File: src/rtl/cflag_pkg.sv
package cflag_pkg;

   localparam int NUM_FLAGS = 8;
   localparam int NUM_EXT   = 4;

   localparam int FB_C  = 0;
   localparam int FB_V  = 1;
   localparam int FB_Z  = 2;
   localparam int FB_N  = 3;
   localparam int FB_X0 = 4;

   typedef enum logic [1:0] {
      OPC_IDLE = 2'b00,
      OPC_INT  = 2'b01,
      OPC_FLT  = 2'b10,
      OPC_BUS  = 2'b11
   } op_class_e;

endpackage

File: src/rtl/cf_zero_det.sv
module cf_zero_det #(
   parameter int W     = 32,
   parameter bit TREE  = 1'b1,
   parameter int CHUNK = 8
) (
   input  logic [W-1:0] din,
   output logic         is_zero
);
   localparam int NCH = (W + CHUNK - 1) / CHUNK;

   generate
      if (W < 1) begin : g_bad_w
         $error("cf_zero_det: W must be at least 1");
      end
      if (CHUNK < 1) begin : g_bad_chunk
         $error("cf_zero_det: CHUNK must be at least 1");
      end

      if (TREE) begin : g_tree
         logic [NCH-1:0] chunk_any;
         for (genvar g = 0; g < NCH; g++) begin : g_chunk
            localparam int LO = g * CHUNK;
            localparam int HI = (LO + CHUNK - 1 > W - 1) ? W - 1 : LO + CHUNK - 1;
            assign chunk_any[g] = |din[HI:LO];
         end
         assign is_zero = ~(|chunk_any);
      end else begin : g_flat
         assign is_zero = ~(|din);
      end
   endgenerate
endmodule

File: src/rtl/cf_src_mux.sv
module cf_src_mux
   import cflag_pkg::*;
#(
   parameter int DATA_W = 32,
   parameter int AGU_W  = 16
) (
   input  logic [1:0]           op_class,
   input  logic                 res_zero,
   input  logic                 res_msb,
   input  logic                 carry_in,
   input  logic                 ovf_in,
   input  logic                 fix_res,
   input  logic [NUM_EXT-1:0]   ext_flags,
   input  logic                 agu_valid,
   input  logic                 agu_carry,
   input  logic                 agu_ovf,
   input  logic                 agu_zero,
   input  logic                 agu_msb,
   input  logic [NUM_FLAGS-1:0] upd_en,
   output logic [NUM_FLAGS-1:0] wr,
   output logic [NUM_FLAGS-1:0] nxt
);
   op_class_e cls;
   logic      alu_op;
   logic      is_int;
   logic      is_flt;
   logic [NUM_FLAGS-1:0] may_wr;

   always_comb begin
      cls    = op_class_e'(op_class);
      is_int = (cls == OPC_INT);
      is_flt = (cls == OPC_FLT);
      alu_op = is_int || is_flt;

      may_wr = '0;
      nxt    = '0;

      if (agu_valid) begin
         may_wr[FB_C] = 1'b1;
         may_wr[FB_V] = 1'b1;
         may_wr[FB_Z] = 1'b1;
         may_wr[FB_N] = 1'b1;
         nxt[FB_C]    = agu_carry;
         nxt[FB_V]    = agu_ovf;
         nxt[FB_Z]    = agu_zero;
         nxt[FB_N]    = agu_msb;
      end else begin
         may_wr[FB_C] = is_int;
         may_wr[FB_V] = is_int || (is_flt && fix_res);
         may_wr[FB_Z] = alu_op;
         may_wr[FB_N] = alu_op;
         nxt[FB_C]    = carry_in;
         nxt[FB_V]    = ovf_in;
         nxt[FB_Z]    = res_zero;
         nxt[FB_N]    = res_msb;
         for (int k = 0; k < NUM_EXT; k++) begin
            may_wr[FB_X0+k] = alu_op;
            nxt[FB_X0+k]    = ext_flags[k];
         end
      end

      wr = may_wr & upd_en;
   end
endmodule

File: src/rtl/cf_flag_bit.sv
module cf_flag_bit #(
   parameter bit RST_VAL = 1'b0
) (
   input  logic clk,
   input  logic rst_n,
   input  logic wr,
   input  logic d,
   output logic q
);
   always_ff @(posedge clk or negedge rst_n) begin
      if (!rst_n)  q <= RST_VAL;
      else if (wr) q <= d;
   end
endmodule

File: src/rtl/cond_flag_reg.sv
module cond_flag_reg
   import cflag_pkg::*;
#(
   parameter int DATA_W     = 32,
   parameter int AGU_W      = 16,
   parameter bit ZDET_TREE  = 1'b1,
   parameter int ZDET_CHUNK = 8
) (
   input  logic              clk,
   input  logic              rst_n,
   input  logic [1:0]        op_class,
   input  logic [DATA_W-1:0] res_word,
   input  logic              carry_in,
   input  logic              ovf_in,
   input  logic              fix_res,
   input  logic [3:0]        ext_flags,
   input  logic              agu_valid,
   input  logic              agu_carry,
   input  logic              agu_ovf,
   input  logic [AGU_W-1:0]  agu_res,
   input  logic [7:0]        upd_en,
   output logic [7:0]        flags
);
   generate
      if (DATA_W < 2) begin : g_bad_data_w
         $error("cond_flag_reg: DATA_W must be at least 2");
      end
      if (AGU_W < 2) begin : g_bad_agu_w
         $error("cond_flag_reg: AGU_W must be at least 2");
      end
      if (ZDET_CHUNK < 1) begin : g_bad_chunk
         $error("cond_flag_reg: ZDET_CHUNK must be at least 1");
      end
   endgenerate

   logic                 res_zero;
   logic                 agu_zero;
   logic [NUM_FLAGS-1:0] wr;
   logic [NUM_FLAGS-1:0] nxt;

   cf_zero_det #(.W(DATA_W), .TREE(ZDET_TREE), .CHUNK(ZDET_CHUNK)) u_zdet_res (
      .din     (res_word),
      .is_zero (res_zero)
   );

   cf_zero_det #(.W(AGU_W), .TREE(ZDET_TREE), .CHUNK(ZDET_CHUNK)) u_zdet_agu (
      .din     (agu_res),
      .is_zero (agu_zero)
   );

   cf_src_mux #(.DATA_W(DATA_W), .AGU_W(AGU_W)) u_mux (
      .op_class  (op_class),
      .res_zero  (res_zero),
      .res_msb   (res_word[DATA_W-1]),
      .carry_in  (carry_in),
      .ovf_in    (ovf_in),
      .fix_res   (fix_res),
      .ext_flags (ext_flags),
      .agu_valid (agu_valid),
      .agu_carry (agu_carry),
      .agu_ovf   (agu_ovf),
      .agu_zero  (agu_zero),
      .agu_msb   (agu_res[AGU_W-1]),
      .upd_en    (upd_en),
      .wr        (wr),
      .nxt       (nxt)
   );

   generate
      for (genvar b = 0; b < NUM_FLAGS; b++) begin : g_flag
         cf_flag_bit #(.RST_VAL(1'b0)) u_bit (
            .clk   (clk),
            .rst_n (rst_n),
            .wr    (wr[b]),
            .d     (nxt[b]),
            .q     (flags[b])
         );
      end
   endgenerate
endmodule

File: config.mk
export PLATFORM = sky130hd
export DESIGN_NAME = cond_flag_reg
export DESIGN_NICKNAME = d
export VERILOG_FILES = /design/src/rtl/cflag_pkg.sv /design/src/rtl/cf_zero_det.sv /design/src/rtl/cf_src_mux.sv /design/src/rtl/cf_flag_bit.sv /design/src/rtl/cond_flag_reg.sv
export SDC_FILE = /design/constraint.sdc
export NUM_CORES = 1
export LEC_CHECK = 0
export CELL_PAD_IN_SITES_DETAIL_PLACEMENT = 0
export CELL_PAD_IN_SITES_GLOBAL_PLACEMENT = 1
export CORE_ASPECT_RATIO = 0.75
export CORE_MARGIN = 8
export CORE_UTILIZATION = 17
export CTS_BUF_LIST = sky130_fd_sc_hd__clkbuf_4 sky130_fd_sc_hd__clkbuf_8
export CTS_CLUSTER_SIZE = 24
export DETAILED_ROUTE_END_ITERATION = 6
export PLACE_DENSITY_LB_ADDON = 0.1
export SYNTH_ARGS = -nofsm -noshare
export SYNTH_HDL_FRONTEND = slang
export SYNTH_SLANG_ARGS = --single-unit
export TNS_END_PERCENT = 10
File: constraint.sdc
create_clock -name clk -period 2.3 [get_ports clk]
set_input_delay 0.575 -clock clk [delete_from_list [all_inputs] [get_ports clk]]
set_output_delay 0.575 -clock clk [all_outputs]
set_load 0.02 [all_outputs]
==> results.cfg <==
[run_status]
status = complete, no violations

[sta]
layout_min_cycle_time_ns = 1.94
fmax_mhz = 515
maxSlewViolCount = 0
layout_worst_path_cycle_share_pct = 84.4
slew_headroom_pct = 74.4
hold_viol_final = 0
setup_tns_ns = 0
worst-slew-pin-transition_ns = 0.383
setup_violations = 0
rsz0062_at_grt = false
clock_skew_ns = 0

[grt]
grt_use_total_pct = 9.02
first_global_vias = 866
grt_max_degree = 9
grt_pass1_wl_um = 4060
antenna_found_initial = 0
grt_overflow = 0

[floorplan]
num_rows = 18
die-width_um = 84.8
die_h_um = 67.6
io_pins = 78
core_mm2 = 0.00336
dieArea_mm2 = 0.00574
start_util_pct = 18.0

[finish]
drive_above_1_share_pct = 7.86
antenna_cells = 0
ff_latch_area_um2 = 200
top_register = g_flag.u_bit.q
largestRegisters = g_flag.u_bit.q: 8 flops
multi_input_area_um2 = 328
fin_area_mm2 = 0.00142
nFillCells = 336
syn2layout_area_growth_pct = 134
largest_register_ffs = 8
nNetsFinal = 214

[synth]
synth-seq-area-share_pct = 33.1
synth.avg_cell_area_um2 = 9.02
synthesis.nets = 139
syn_inst = 67
mappedNetlistArea_um2 = 604
synth.distinct_cells = 28
synth_top_cell_by_area = dfrtp_1
synth.top_cell.area_share_pct = 33.1
ys_seq_elements = 8
yosysWarnings = 0
synth_area_leaders = dfrtp_1 33%, buf_4 9.9%, nor4_1 8.3%, mux2_2 7.5%, nand2_1 4.3%

[clocking]
post_cts_buffers = 0
cts_resized = 0
cts_buffers = 3
cts_tree = built
cts_sinks = 8
clockBufferDepth = 2
clockRootBuffer = clkbuf_8
h-tree-depth = 1
clk_pin_slew_ns = 0.04
clk_latency_ns = 0.23
hold_buffers = 0

[worst_setup_path]
cp-end-kind = flip-flop
r2r_cells = 3
cp_max_fo = 3
crit_arrival_ns = 2.05
crit_path_start_kind = input pin
required_ns = 2.41
crit_type = input pin to flip-flop

[drt]
ant_nets = 0
vias = 779
wl_per_cell_um = 14.4
drc = 0
wirelength_um = 2600
vias_per_cell = 4.33
drt-pass1-iter-count = 3
drt_iter0_markers = 17

[power]
cellLeakagePower_uw = 0.000547
combPwrFrac_pct = 42.9
power.density_mw_per_mm2 = 426
power.switching_uw = 150
intPower_uw = 454
p_clk_share_pct = 27.5
power.share.switching_pct = 24.8
power_frac_seq_pct = 29.6
ir_worst_vdd_v = 0.000195

[place]
port_buffers = 77
place_area_mm2 = 0.00138
dp_hpwl_um = 2380
routabilityCongestion = 0.703

[run]
cap_violations = 0

[min_path]
hold_depth = 1
hold_path_class = flip-flop to flip-flop
-- worst paths after layout --
path,start,slack [ns],endpoint
max in group asynchronous,rst_n,1.39,g_flag[2].u_bit.q
min in group asynchronous,rst_n,0.64,g_flag[0].u_bit.q
worst min-delay path,g_flag[4].u_bit.q,0.50,g_flag[4].u_bit.q
worst max-delay path,op_class[0],0.36,g_flag[2].u_bit.q
worst max register to register,g_flag[3].u_bit.q,1.45,g_flag[3].u_bit.q
worst min register to register,g_flag[4].u_bit.q,0.50,g_flag[4].u_bit.q
-- cells in the mapped netlist --
master	count
a2bb2oi_1	1
buf_2	1
nor2b_1	1
nand3_1	1
and2_1	1
dfrtp_1	8
nand2_1	7
mux2_2	4
nor2_1	2
ha_1	2
a22o_1	1
or4_4	1
nor3_1	2
o2111ai_1	1
inv_1	3
a21bo_1	1
a31oi_1	3
o21ai_0	3
a21oi_1	1
nor4_2	1
nor4_1	8
nand4_1	1
mux2i_1	1
buf_4	8
nor4b_1	1
or3_1	1
nand3b_1	1
a211o_1	1
-- area by class of cell --
cell class	instances	share of cell area (%)
repair buffers	79	55.5
multi-input cells	47	23.1
flip-flops and latches	8	14.1
well taps	40	3.53
clock buffers	3	2.92
inverters	3	0.795
-- cells by family after synthesis --
group                    Yosys count  share of synthesized area (%)
multiplexers                       5                           9.11
flip-flops                         8                           33.1
buffers and inverters             12                           12.6
AND/OR/NAND/NOR                   28                           27.1
AO/OA/AOI/OAI                     12                           13.9
adder cells (fa/ha/maj)            2                           4.14
-- metal layers --
| metal | vias up | GRT usage [%] | part of all wire, % |
|---|---|---|---|
| met3 | 2 | 4.97 | 9.0 |
| met2 | 41 | 15.3 | 47 |
| met4 | 0 | 1.99 | 0.39 |
| met1 | 346 | 9.86 | 43 |
| met5 | - | 0 | 0 |
| li1 | 390 | - | - |
-- power groups by stage --
stage | Combinational, µW | Sequential (µW) | Clock (µW)
final | 259 | 178 | 166
after global placement | 261 | 179 | 0
after detailed placement | 263 | 180 | 0
after global routing | 278 | 182 | 183
after floorplan | 115 | 177 | 0
after CTS | 264 | 179 | 175
-- critical path, stage by stage --
cell	delay (ns)
clkdlybuf4s50_1	0.49
inv_1	0.05
ha_1	0.31
inv_1	0.07
o2111ai_1	0.19
a2bb2oi_1	0.16
a21bo_1	0.21
-- metrics by stage --
| stage | std cells | utilization, % | setup WS [ns] | power (µW) | hold slack (ns) |
|---|---|---|---|---|---|
| finish | 180 | 42.2 | 0.359 | 603 | 0.501 |
| global route | 180 | 42.2 | 0.269 | 643 | 0.533 |
| CTS | 180 | 42.2 | 0.347 | 618 | 0.504 |
| detailed placement | 177 | 41.0 | 0.117 | 443 | 0.495 |
| global placement | 177 | 41.0 | 0.139 | 440 | 0.491 |
| floorplan | 67 | - | 0.738 | 292 | 0.279 |
-- placed cells by master (no fill, tap or decap), drive strengths merged, types with 2 or more instances in the layout --
master,count
ha,2
nand2,7
inv,3
o21ai,3
nor2,2
dfrtp,8
buf,2
clkdlybuf4s50,77
nor3,2
a31oi,3
mux2,4
clkbuf,3
nor4,9
No activity file was read; power rests on OpenSTA's default activity.
